<file path="config.mk">
export PLATFORM = sky130hd
export DESIGN_NAME = quad_wakeup_regs
export DESIGN_NICKNAME = d
export VERILOG_FILES = /design/src/rtl/qwk_pkg.sv /design/src/rtl/qwk_addr_dec.sv /design/src/rtl/qwk_flag_bank.sv /design/src/rtl/qwk_read_port.sv /design/src/rtl/quad_wakeup_regs.sv
export SDC_FILE = /design/constraint.sdc
export NUM_CORES = 1
export LEC_CHECK = 0
export ABC_AREA = 1
export BUFFER_PORTS_ARGS = -buffer_cell sky130_fd_sc_hd__buf_2
export CAP_MARGIN = 10
export CORE_AREA = 2 2 67 69
export CTS_CLUSTER_DIAMETER = 50
export DETAILED_ROUTE_END_ITERATION = 12
export DIE_AREA = 0 0 69 71
export PLACE_DENSITY = 0.74
export SYNTH_ARGS = -nofsm -noshare
export SYNTH_HDL_FRONTEND = slang
export SYNTH_SLANG_ARGS = --single-unit
</file>
<file path="constraint.sdc">
create_clock -name clk -period 2.2 [get_ports clk]
set_input_delay 0.33 -clock clk [delete_from_list [all_inputs] [get_ports clk]]
set_output_delay 0.33 -clock clk [all_outputs]
set_load 0.01 [all_outputs]
</file>
<file path="src/rtl/qwk_pkg.sv">
package qwk_pkg;
   // Convert an MSB-first bit index into an LSB-first index for a word of w bits.
   function automatic int msb0(input int w, input int idx);
      return w - 1 - idx;
   endfunction
endpackage

</file>
<file path="src/rtl/qwk_addr_dec.sv">
module qwk_addr_dec #(
   parameter int          AW       = 32,
   parameter int          NCORES   = 4,
   parameter int          SEL_LSB  = 12,
   parameter logic [31:0] REQ_OFF  = 32'h0000_083C,
   parameter logic [31:0] STAT_OFF = 32'h0000_082C
) (
   input  logic              req,
   input  logic              we,
   input  logic              wide,
   input  logic [AW-1:0]     off,
   output logic              wr_req,
   output logic              rd_en,
   output logic              rd_stat,
   output logic [NCORES-1:0] sel
);
   localparam logic [AW-1:0] SEL_FIELD = AW'({NCORES{1'b1}}) << SEL_LSB;
   localparam logic [AW-1:0] REQ_A     = REQ_OFF[AW-1:0];
   localparam logic [AW-1:0] STAT_A    = STAT_OFF[AW-1:0];

   if (SEL_LSB + NCORES > AW) begin : g_bad_sel
      $error("core-select field does not fit in the offset");
   end
   if ((REQ_A & SEL_FIELD) != '0 || (STAT_A & SEL_FIELD) != '0) begin : g_bad_off
      $error("register offsets overlap the core-select field");
   end

   logic [AW-1:0] masked;
   assign masked  = off & ~SEL_FIELD;
   assign wr_req  = req && we && wide && (masked == REQ_A);
   assign rd_en   = req && !we;
   assign rd_stat = wide && (masked == STAT_A);

   // The highest select bit maps to core 0.
   for (genvar i = 0; i < NCORES; i++) begin : g_sel
      assign sel[i] = off[SEL_LSB + NCORES - 1 - i];
   end
endmodule

</file>
<file path="src/rtl/qwk_flag_bank.sv">
module qwk_flag_bank #(
   parameter int NCORES = 4
) (
   input  logic              clk,
   input  logic              rst_n,
   input  logic              wr_en,
   input  logic              wr_val,
   input  logic [NCORES-1:0] sel,
   output logic [NCORES-1:0] wake,
   output logic              done
);
   if (NCORES < 1) begin : g_bad_n
      $error("NCORES must be at least 1");
   end

   always_ff @(posedge clk) begin
      if (!rst_n)     done <= 1'b0;
      else if (wr_en) done <= wr_val;
   end

   for (genvar i = 0; i < NCORES; i++) begin : g_core
      always_ff @(posedge clk) begin
         if (!rst_n)                wake[i] <= 1'b0;
         else if (wr_en && sel[i])  wake[i] <= wr_val;
      end


      sel_upd_chk: assert property (@(posedge clk) disable iff (!rst_n)
         (wr_en && sel[i]) |=> (wake[i] == $past(wr_val)));

      unsel_hold_chk: assert property (@(posedge clk) disable iff (!rst_n)
         !(wr_en && sel[i]) |=> $stable(wake[i]));
   end


   done_upd_chk: assert property (@(posedge clk) disable iff (!rst_n)
      wr_en |=> (done == $past(wr_val)));
endmodule

</file>
<file path="src/rtl/qwk_read_port.sv">
module qwk_read_port #(
   parameter int DW     = 64,
   parameter int ST_A   = 1,
   parameter int ST_B   = 4
) (
   input  logic          clk,
   input  logic          rst_n,
   input  logic          rd_en,
   input  logic          rd_stat,
   input  logic          done,
   output logic          rvalid,
   output logic [DW-1:0] rdata
);
   import qwk_pkg::*;

   localparam int            IA        = msb0(DW, ST_A);
   localparam int            IB        = msb0(DW, ST_B);
   localparam logic [DW-1:0] STAT_WORD = (DW'(1) << IA) | (DW'(1) << IB);

   if (ST_A >= DW || ST_B >= DW || ST_A == ST_B) begin : g_bad_bits
      $error("status bit positions invalid");
   end

   always_ff @(posedge clk) begin
      if (!rst_n) begin
         rvalid <= 1'b0;
         rdata  <= '0;
      end else begin
         rvalid <= rd_en;
         if (rd_en) rdata <= rd_stat ? (done ? STAT_WORD : '0) : '1;
      end
   end


   rvalid_rise_chk: assert property (@(posedge clk) disable iff (!rst_n)
      rd_en |=> rvalid);

   rvalid_idle_chk: assert property (@(posedge clk) disable iff (!rst_n)
      !rd_en |=> !rvalid);

   stat_clear_chk: assert property (@(posedge clk) disable iff (!rst_n)
      (rd_en && rd_stat && !done) |=> (rdata == '0));

   unimpl_ones_chk: assert property (@(posedge clk) disable iff (!rst_n)
      (rd_en && !rd_stat) |=> (rdata == '1));
endmodule

</file>
<file path="src/rtl/quad_wakeup_regs.sv">
module quad_wakeup_regs #(
   parameter int          AW       = 32,
   parameter int          DW       = 64,
   parameter int          NCORES   = 4,
   parameter int          SEL_LSB  = 12,
   parameter logic [31:0] REQ_OFF  = 32'h0000_083C,
   parameter logic [31:0] STAT_OFF = 32'h0000_082C,
   parameter int          REQ_BIT  = 0,
   parameter int          ST_A     = 1,
   parameter int          ST_B     = 4
) (
   input  logic              clk,
   input  logic              rst_n,
   input  logic              bus_req,
   input  logic              bus_we,
   input  logic              bus_wide,
   input  logic [AW-1:0]     bus_off,
   input  logic [DW-1:0]     bus_wdata,
   output logic              bus_rvalid,
   output logic [DW-1:0]     bus_rdata,
   output logic [NCORES-1:0] core_wake
);
   import qwk_pkg::*;

   localparam int REQ_IDX = msb0(DW, REQ_BIT);

   if (REQ_BIT >= DW) begin : g_bad_req
      $error("request bit outside data word");
   end

   logic              wr_req, rd_en, rd_stat, done;
   logic [NCORES-1:0] sel;

   qwk_addr_dec #(
      .AW(AW), .NCORES(NCORES), .SEL_LSB(SEL_LSB),
      .REQ_OFF(REQ_OFF), .STAT_OFF(STAT_OFF)
   ) u_dec (
      .req(bus_req), .we(bus_we), .wide(bus_wide), .off(bus_off),
      .wr_req(wr_req), .rd_en(rd_en), .rd_stat(rd_stat), .sel(sel)
   );

   qwk_flag_bank #(.NCORES(NCORES)) u_flags (
      .clk(clk), .rst_n(rst_n), .wr_en(wr_req),
      .wr_val(bus_wdata[REQ_IDX]), .sel(sel),
      .wake(core_wake), .done(done)
   );

   qwk_read_port #(.DW(DW), .ST_A(ST_A), .ST_B(ST_B)) u_rd (
      .clk(clk), .rst_n(rst_n), .rd_en(rd_en), .rd_stat(rd_stat),
      .done(done), .rvalid(bus_rvalid), .rdata(bus_rdata)
   );


   reset_clear_chk: assert property (@(posedge clk)
      !rst_n |=> (core_wake == '0 && !bus_rvalid));

   narrow_wr_chk: assert property (@(posedge clk) disable iff (!rst_n)
      (bus_req && bus_we && !bus_wide) |=> $stable(core_wake));

   other_wr_chk: assert property (@(posedge clk) disable iff (!rst_n)
      (bus_req && bus_we && !wr_req) |=> $stable(core_wake));
endmodule

</file>
After elaboration in Yosys (flattened, before gate mapping):

Cells that the tools add are included.

* flip-flop bits (word level): 70
* input bits: 101
* output and inout port bits: 69
* logic and storage cells: 21

* equality and inequality tests: 2
* mux-type cells: 2
* reductions and logical operators: 10

Operators by type and width (count)
* 64-bit 2-to-1 mux: 1
* 63-bit 2-to-1 mux: 1
* 28-bit by 12-bit == test with 1-bit output (second input constant): 2
* 1-bit logical AND: 9
* 1-bit logical NOT: 1

Longest topological paths before layout:

Gate-level depths: netlist of the first run.

* depth in word-level cells: 4
* mapped depth: 10
* mapped depth without buffers: 9

Hierarchy:

From an unflattened synthesis of the first run, not the netlist that was laid out.

* cells, all modules: 155
* area, all modules: 988.4 um^2

Modules (own cells, without submodules)
* qwk_read_port: instances 1, cells an instance 74, area each 561.8 um^2, sequential area each 60.1 um^2
* qwk_addr_dec: instances 1, cells an instance 54, area each 225.2 um^2, sequential area each 0.0 um^2
* qwk_flag_bank: instances 1, cells an instance 27, area each 201.4 um^2, sequential area each 100.1 um^2

Worst setup path after synthesis of the first run:

No wires, ideal clock.

* kind: register to output
* start: register, netlist name u_rd.rdata[61]
* end: output bus_rdata[10]
* arrival: 1.620 ns
* required time: 1.870 ns
* path slack: 0.250 ns
* cell stages (with the launch flop): 2
* cells stage by stage: dfxtp_1 > buf_4

RTL lines
* to (decl): RTL line quad_wakeup_regs.sv:20 `output logic [DW-1:0] bus_rdata,`

==> results of run 1 <==
flip-flops by register name, summed over array words and instances, names as in the netlist:
signal	cells
u_flags.done	1
u_flags.wake	4
u_rd.rdata	2
u_rd.rvalid	1
power by group:
group	switching [mW]	internal [mW]
Combinational	0.107	0.0852
Clock	0.0595	0.119
Sequential	0.00175	0.149
Total	0.169	0.353
final cells by class:
cell class                 count  area [µm²]  area share (%)
sequential                     8         160            12.7
inverter                      30         113            8.96
tap                           52        65.1            5.18
timing repair buffer         107         538            42.8
clock buffer                   3        41.3            3.29
multi-input combinational     62         339            27.0
stage by stage:
step	total power [mW]	setup WS, ns
global route	0.554	0.647
finish	0.521	0.761
floorplan	0.345	0.250
global placement	0.346	0.712
detailed placement	0.349	0.730
CTS	0.530	0.732
logic make-up (layout without fill, tap and decap cells):
| kind of cell | count (synthesis) | after routing | synth area share [%] |
|---|---|---|---|
| buffers and inverters | 93 | 140 | 54.1 |
| AND/OR/NAND/NOR | 58 | 58 | 29.1 |
| flip-flops | 8 | 8 | 14.7 |
| AO/OA/AOI/OAI | 4 | 4 | 2.07 |
synth_stat cells, types with 2 or more instances:
library cell  number  area, µm²
buf_4             62        465
dfxtp_1            8        160
inv_1             29        109
nand2_1           20       75.1
nand2_2            2       12.5
nand3_1            6       30.0
nand3_2            2       20.0
nand4_1            4       25.0
nor2_1            10       37.5
nor2_2             7       43.8
o21ai_0            2       10.0
worst min path at each step:
| stage | startpoint | to | slack, ns | depth (start not counted) |
|---|---|---|---|---|
| after floorplan | u_flags.done | u_rd.rdata[62] | 0.43 | 2 |
| after global placement | u_flags.done | u_rd.rdata[62] | 0.46 | 2 |
| after detailed placement | u_flags.done | u_rd.rdata[62] | 0.45 | 2 |
| after CTS | rst_n | u_rd.rvalid | 0.38 | 3 |
| after global routing | rst_n | u_rd.rvalid | 0.40 | 3 |
| final | rst_n | u_rd.rvalid | 0.39 | 3 |
worst register-to-register path, stage by stage (launching register included):
cell      delay, ns
dfxtp_1        0.32
o21ai_0        0.15
o21bai_1       0.12
inv_1          0.04
routing by layer:
metal / track usage, % / wire length, µm / share of wire, % / vias up
li1: - / - / - / 514
met5: 0 / 0 / 0 / -
met4: 3.27 / 25 / 1.3 / 0
met2: 11.5 / 749 / 39 / 77
met1: 8.79 / 820 / 43 / 386
met3: 3.85 / 326 / 17 / 4
==> flow_summary.yaml, run 1 <==
status:
  outcome: "complete, no violations"
cells_and_area:
  fill_cells: 446
  final_common_cell: "buf_2"
  most-common-layout-cells: "buf_2 (106), inv_1 (29), nand2_1 (20)"
  fin_area_um2: 1260
  post-route-util_pct: 29.9
  instances_no_fill: 262
  fin_nets: 313
  syn2layout_area_growth_pct: 15.4
  drive_gt1_share_pct: 60.0
  diodes: 0
floorplanning:
  core_area_um2: 4200
  dieArea_um2: 4900
  die_w_um: 69
  io_pins: 170
  start_util_pct: 25.9
  rows: 24
  die_height_um: 71
clock_network:
  cts_resized: 0
  cts.clk_slew.worst_paths_ns: 0.04
  htree_levels: 1
  clk_latency_ns: 0.23
  ctsLongestPathBuffers: 2
  cts_tree: "done"
  cts_setup_buffers: 0
  cts_hold_buf: 0
  cts.sinks: 8
  cts_buffers: 3
  ctsRootBufferMaster: "clkbuf_8"
worst_setup_path:
  r2r_end: "u_rd.rdata[62]"
  path_cells: "buf_4 -> buf_2"
  rrSetupSlack_ns: 1.46
  slowest_stage: "buf_4"
  cp.depth: 2
  start_kind: "register"
  path_delay_family: "buffers and inverters"
  crit_end: "bus_rdata[22]"
  crit_path_end_kind: "output pin"
  critPathKind: "reg2out"
  crit_path_max_fanout: 62
  reg2reg_depth: 3
  startpoint: "u_rd.rdata[61]"
  worst-path-buf-inv: 2
  max_stage_delay_ns: 0.34
  cp.required_ns: 1.87
  cp.arrival_ns: 1.11
  r2r_start: "u_rd.rdata[62]"
placed_design:
  io_buffers: 106
  post_dp_cell_area_um2: 1210
  place_hpwl_mm: 1.67
  place.gp.congestion: 0.815
  dp_cells: 259
drt:
  firstDrtPassIters: 3
  routed_via_density: 3.74
  drt_iter0_markers: 6
  drt_wl_total_mm: 1.92
  antenna_left: 0
  wl_per_cell_um: 7.34
  drc: 0
  vias: 981
synthesis:
  synth_seq_area_share_pct: 14.7
  synth_cell_type_count: 22
  syn_area_um2: 1090
  synth_fp_nets: 264
  syn-instance-count: 163
  ys.flop_type: "dfxtp_1"
  ys_seq_elements: 8
  synthArstFlopShare_pct: 0
  syn_area_per_cell_um2: 6.68
  synth-edff-count: 0
  synth_warnings: 0
sta:
  period_needed_ns: 1.44
  hold_ws_ns: 0.387
  min_period_over_period_pct: 65.4
  setup_violations: 0
  worst_pin_slew_ns: 0.395
  final.setup.tns_ns: 0
  hold_viol_final: 0
  slew_viol_final: 0
  grt_setup_unrepaired: "no"
  relSlewSlack_pct: 73.6
  max_freq_mhz: 695
  fin_skew_ns: 0.00417
global_route:
  grt_pass1_vias: 714
  grt_pass1_wl_mm: 2.94
  gr-usage-all-layers_pct: 7.51
  antenna_found_initial: 0
  grt_overflow: 0
  grt_max_degree: 63
min_path:
  hold_path_class: "in2reg"
pwr:
  power_density_nw_per_um2: 415
  irDropWorstVdd_v: 0.000257
  leakage_nw: 0.866
run:
  maxCapViolations: 0
Note: power is estimated with default switching activity, not from simulation.
==> inputs of run 2 (changes only) <==
--- a/config.mk
+++ b/config.mk
@@ -8,11 +8,11 @@
 export ABC_AREA = 1
 export BUFFER_PORTS_ARGS = -buffer_cell sky130_fd_sc_hd__buf_2
 export CAP_MARGIN = 10
-export CORE_AREA = 2 2 67 69
+export CORE_MARGIN = 2
+export CORE_UTILIZATION = 26
 export CTS_CLUSTER_DIAMETER = 50
 export DETAILED_ROUTE_END_ITERATION = 12
-export DIE_AREA = 0 0 69 71
-export PLACE_DENSITY = 0.74
+export PLACE_DENSITY = 0.77
 export SYNTH_ARGS = -nofsm -noshare
 export SYNTH_HDL_FRONTEND = slang
 export SYNTH_SLANG_ARGS = --single-unit
==> constraint.sdc (replaced) <==
create_clock -name clk -period 1.2 [get_ports clk]
set_input_delay 0.18 -clock clk [delete_from_list [all_inputs] [get_ports clk]]
set_output_delay 0.18 -clock clk [all_outputs]
set_load 0.01 [all_outputs]
==> run 2 against run 1 <==
Power increased by 91%. Routed wire length increased by 7.9%. Largest power group unchanged. Worst hold slack got worse by 0.15 ns. Cell count grew 1.1%. Final area grew 4.1%. Global-route usage up 1.4 points. Die area decreased by 3.6%. Critical endpoint is now bus_rdata[13]. Clock power is 92% higher.
==> flow_summary.yaml, run 2 (same netlist as run 1, synthesis figures left out) <==
floorplanning:
  die_w_um: 68.7
  rows: 23
  start_util_pct: 27.0
  io_pins: 170
  dieArea_um2: 4720
  die_height_um: 68.7
  core_area_um2: 4030
worst_setup_path:
  path_delay_family: "flip-flops"
  max_stage_delay_ns: 0.36
  slowest_stage: "dfxtp_4"
  path_cells: "buf_4 -> buf_2"
  start_kind: "register"
  worst-path-buf-inv: 2
  crit_path_end_kind: "output pin"
  crit_path_max_fanout: 16
  cp.arrival_ns: 0.91
  cp.required_ns: 1.02
  critPathKind: "reg2out"
sta:
  max_freq_mhz: 920
  slew_viol_final: 0
  period_needed_ns: 1.09
  min_period_over_period_pct: 90.5
  fin_skew_ns: 0.00248
  relSlewSlack_pct: 89.5
  grt_setup_unrepaired: "no"
  setup_violations: 0
  final.setup.tns_ns: 0
  hold_viol_final: 0
  worst_pin_slew_ns: 0.157
  fin_ws_ns: 0.114
global_route:
  grt_pass1_wl_mm: 3.08
  gr-usage-all-layers_pct: 8.92
  grt_pass1_vias: 701
  antenna_found_initial: 0
  grt_max_degree: 32
  grt_overflow: 0
drt:
  drc: 0
  antenna_left: 0
  wl_per_cell_um: 7.82
  vias: 997
  drt_wl_total_mm: 2.07
  firstDrtPassIters: 4
  drt_iter0_markers: 6
  routed_via_density: 3.76
cells_and_area:
  most-common-layout-cells: "buf_2 (106), inv_1 (29), nand2_1 (20)"
  diodes: 0
  fin_nets: 317
  drive_gt1_share_pct: 60.9
  syn2layout_area_growth_pct: 20.1
  fill_cells: 445
  largest-register: "u_flags.wake"
  largest_register_ffs: 4
  final_common_cell: "buf_2"
  largestRegisters: "u_flags.wake x4, u_rd.rdata x2"
clock_network:
  cts_tree: "done"
  ctsRootBufferMaster: "clkbuf_8"
  htree_levels: 1
  ctsLongestPathBuffers: 2
  clk_latency_ns: 0.23
  cts.clk_slew.worst_paths_ns: 0.04
  cts_buffers: 3
  cts.sinks: 8
run:
  maxCapViolations: 0
pwr:
  leakage_nw: 0.892
  power_density_nw_per_um2: 760
  irDropWorstVdd_v: 0.000444
placed_design:
  place.gp.congestion: 0.789
  io_buffers: 106
  place_hpwl_mm: 1.68
  place_worst_setup_slack_ns: 0.00466
min_path:
  hold_path_class: "in2reg"
status:
  outcome: "complete, no violations"
[run 2: what timing repair did]
action                                  CTS  global route
gates resized for setup                   2             1
endpoints found under the setup margin   62            46
pin swaps                                 0             0
setup buffers                             2             1
cloned                                    0             0
hold buffers                              0             0
[run 2: final cells by class]
type,instances,area (µm²),share of cell area (%)
Timing Repair Buffer,111,584,44.7
Multi-Input combinational cell,62,339,25.9
Sequential cell,8,164,12.5
Inverter,30,113,8.61
Tap cell,50,62.6,4.78
Clock buffer,4,45.0,3.44
[run 2: worst paths after layout]
check,startpoint,endpoint,slack (ns),cells after the start
max reg2reg,u_rd.rdata[61],u_rd.rdata[61],0.37,3
min reg2reg,u_flags.done,u_rd.rdata[62],0.47,2
min,rst_n,u_rd.rvalid,0.24,3
max,u_rd.rdata[61],bus_rdata[13],0.11,2
[run 2: stage by stage]
stage | hold WS [ns] | instance area (µm²) | total power, mW | instances | util (%)
finish | 0.240 | 1310 | 0.993 | 265 | 32.5
global route | 0.241 | 1310 | 1.09 | 265 | 32.5
CTS | 0.230 | 1290 | 1.01 | 264 | 32.1
detailed placement | 0.472 | 1220 | 0.639 | 258 | 30.4
global placement | 0.452 | 1220 | 0.633 | 258 | 30.4
floorplan | 0.292 | 1090 | 0.621 | 163 | -
[run 2: tightest hold or removal path, cell delays in order]
cell and delay (ns):
buf_2 0.15, inv_1 0.06, nor2_1 0.04
[run 2: power by group]
| part | leakage [nW] | total [mW] | switching [mW] | internal, mW |
|---|---|---|---|---|
| logic | 0.804 | 0.373 | 0.200 | 0.173 |
| registers | 0.0657 | 0.278 | 0.00533 | 0.272 |
| clock network | 0.0228 | 0.342 | 0.112 | 0.231 |
[run 2: metal layers]
| metal | wire (µm) | vias up | track usage (%) |
|---|---|---|---|
| met4 | 21 | 0 | 3.68 |
| met1 | 897 | 398 | 10.7 |
| met3 | 308 | 2 | 3.73 |
| li1 | - | 523 | - |
| met2 | 847 | 74 | 14.1 |
| met5 | 0 | - | 0 |
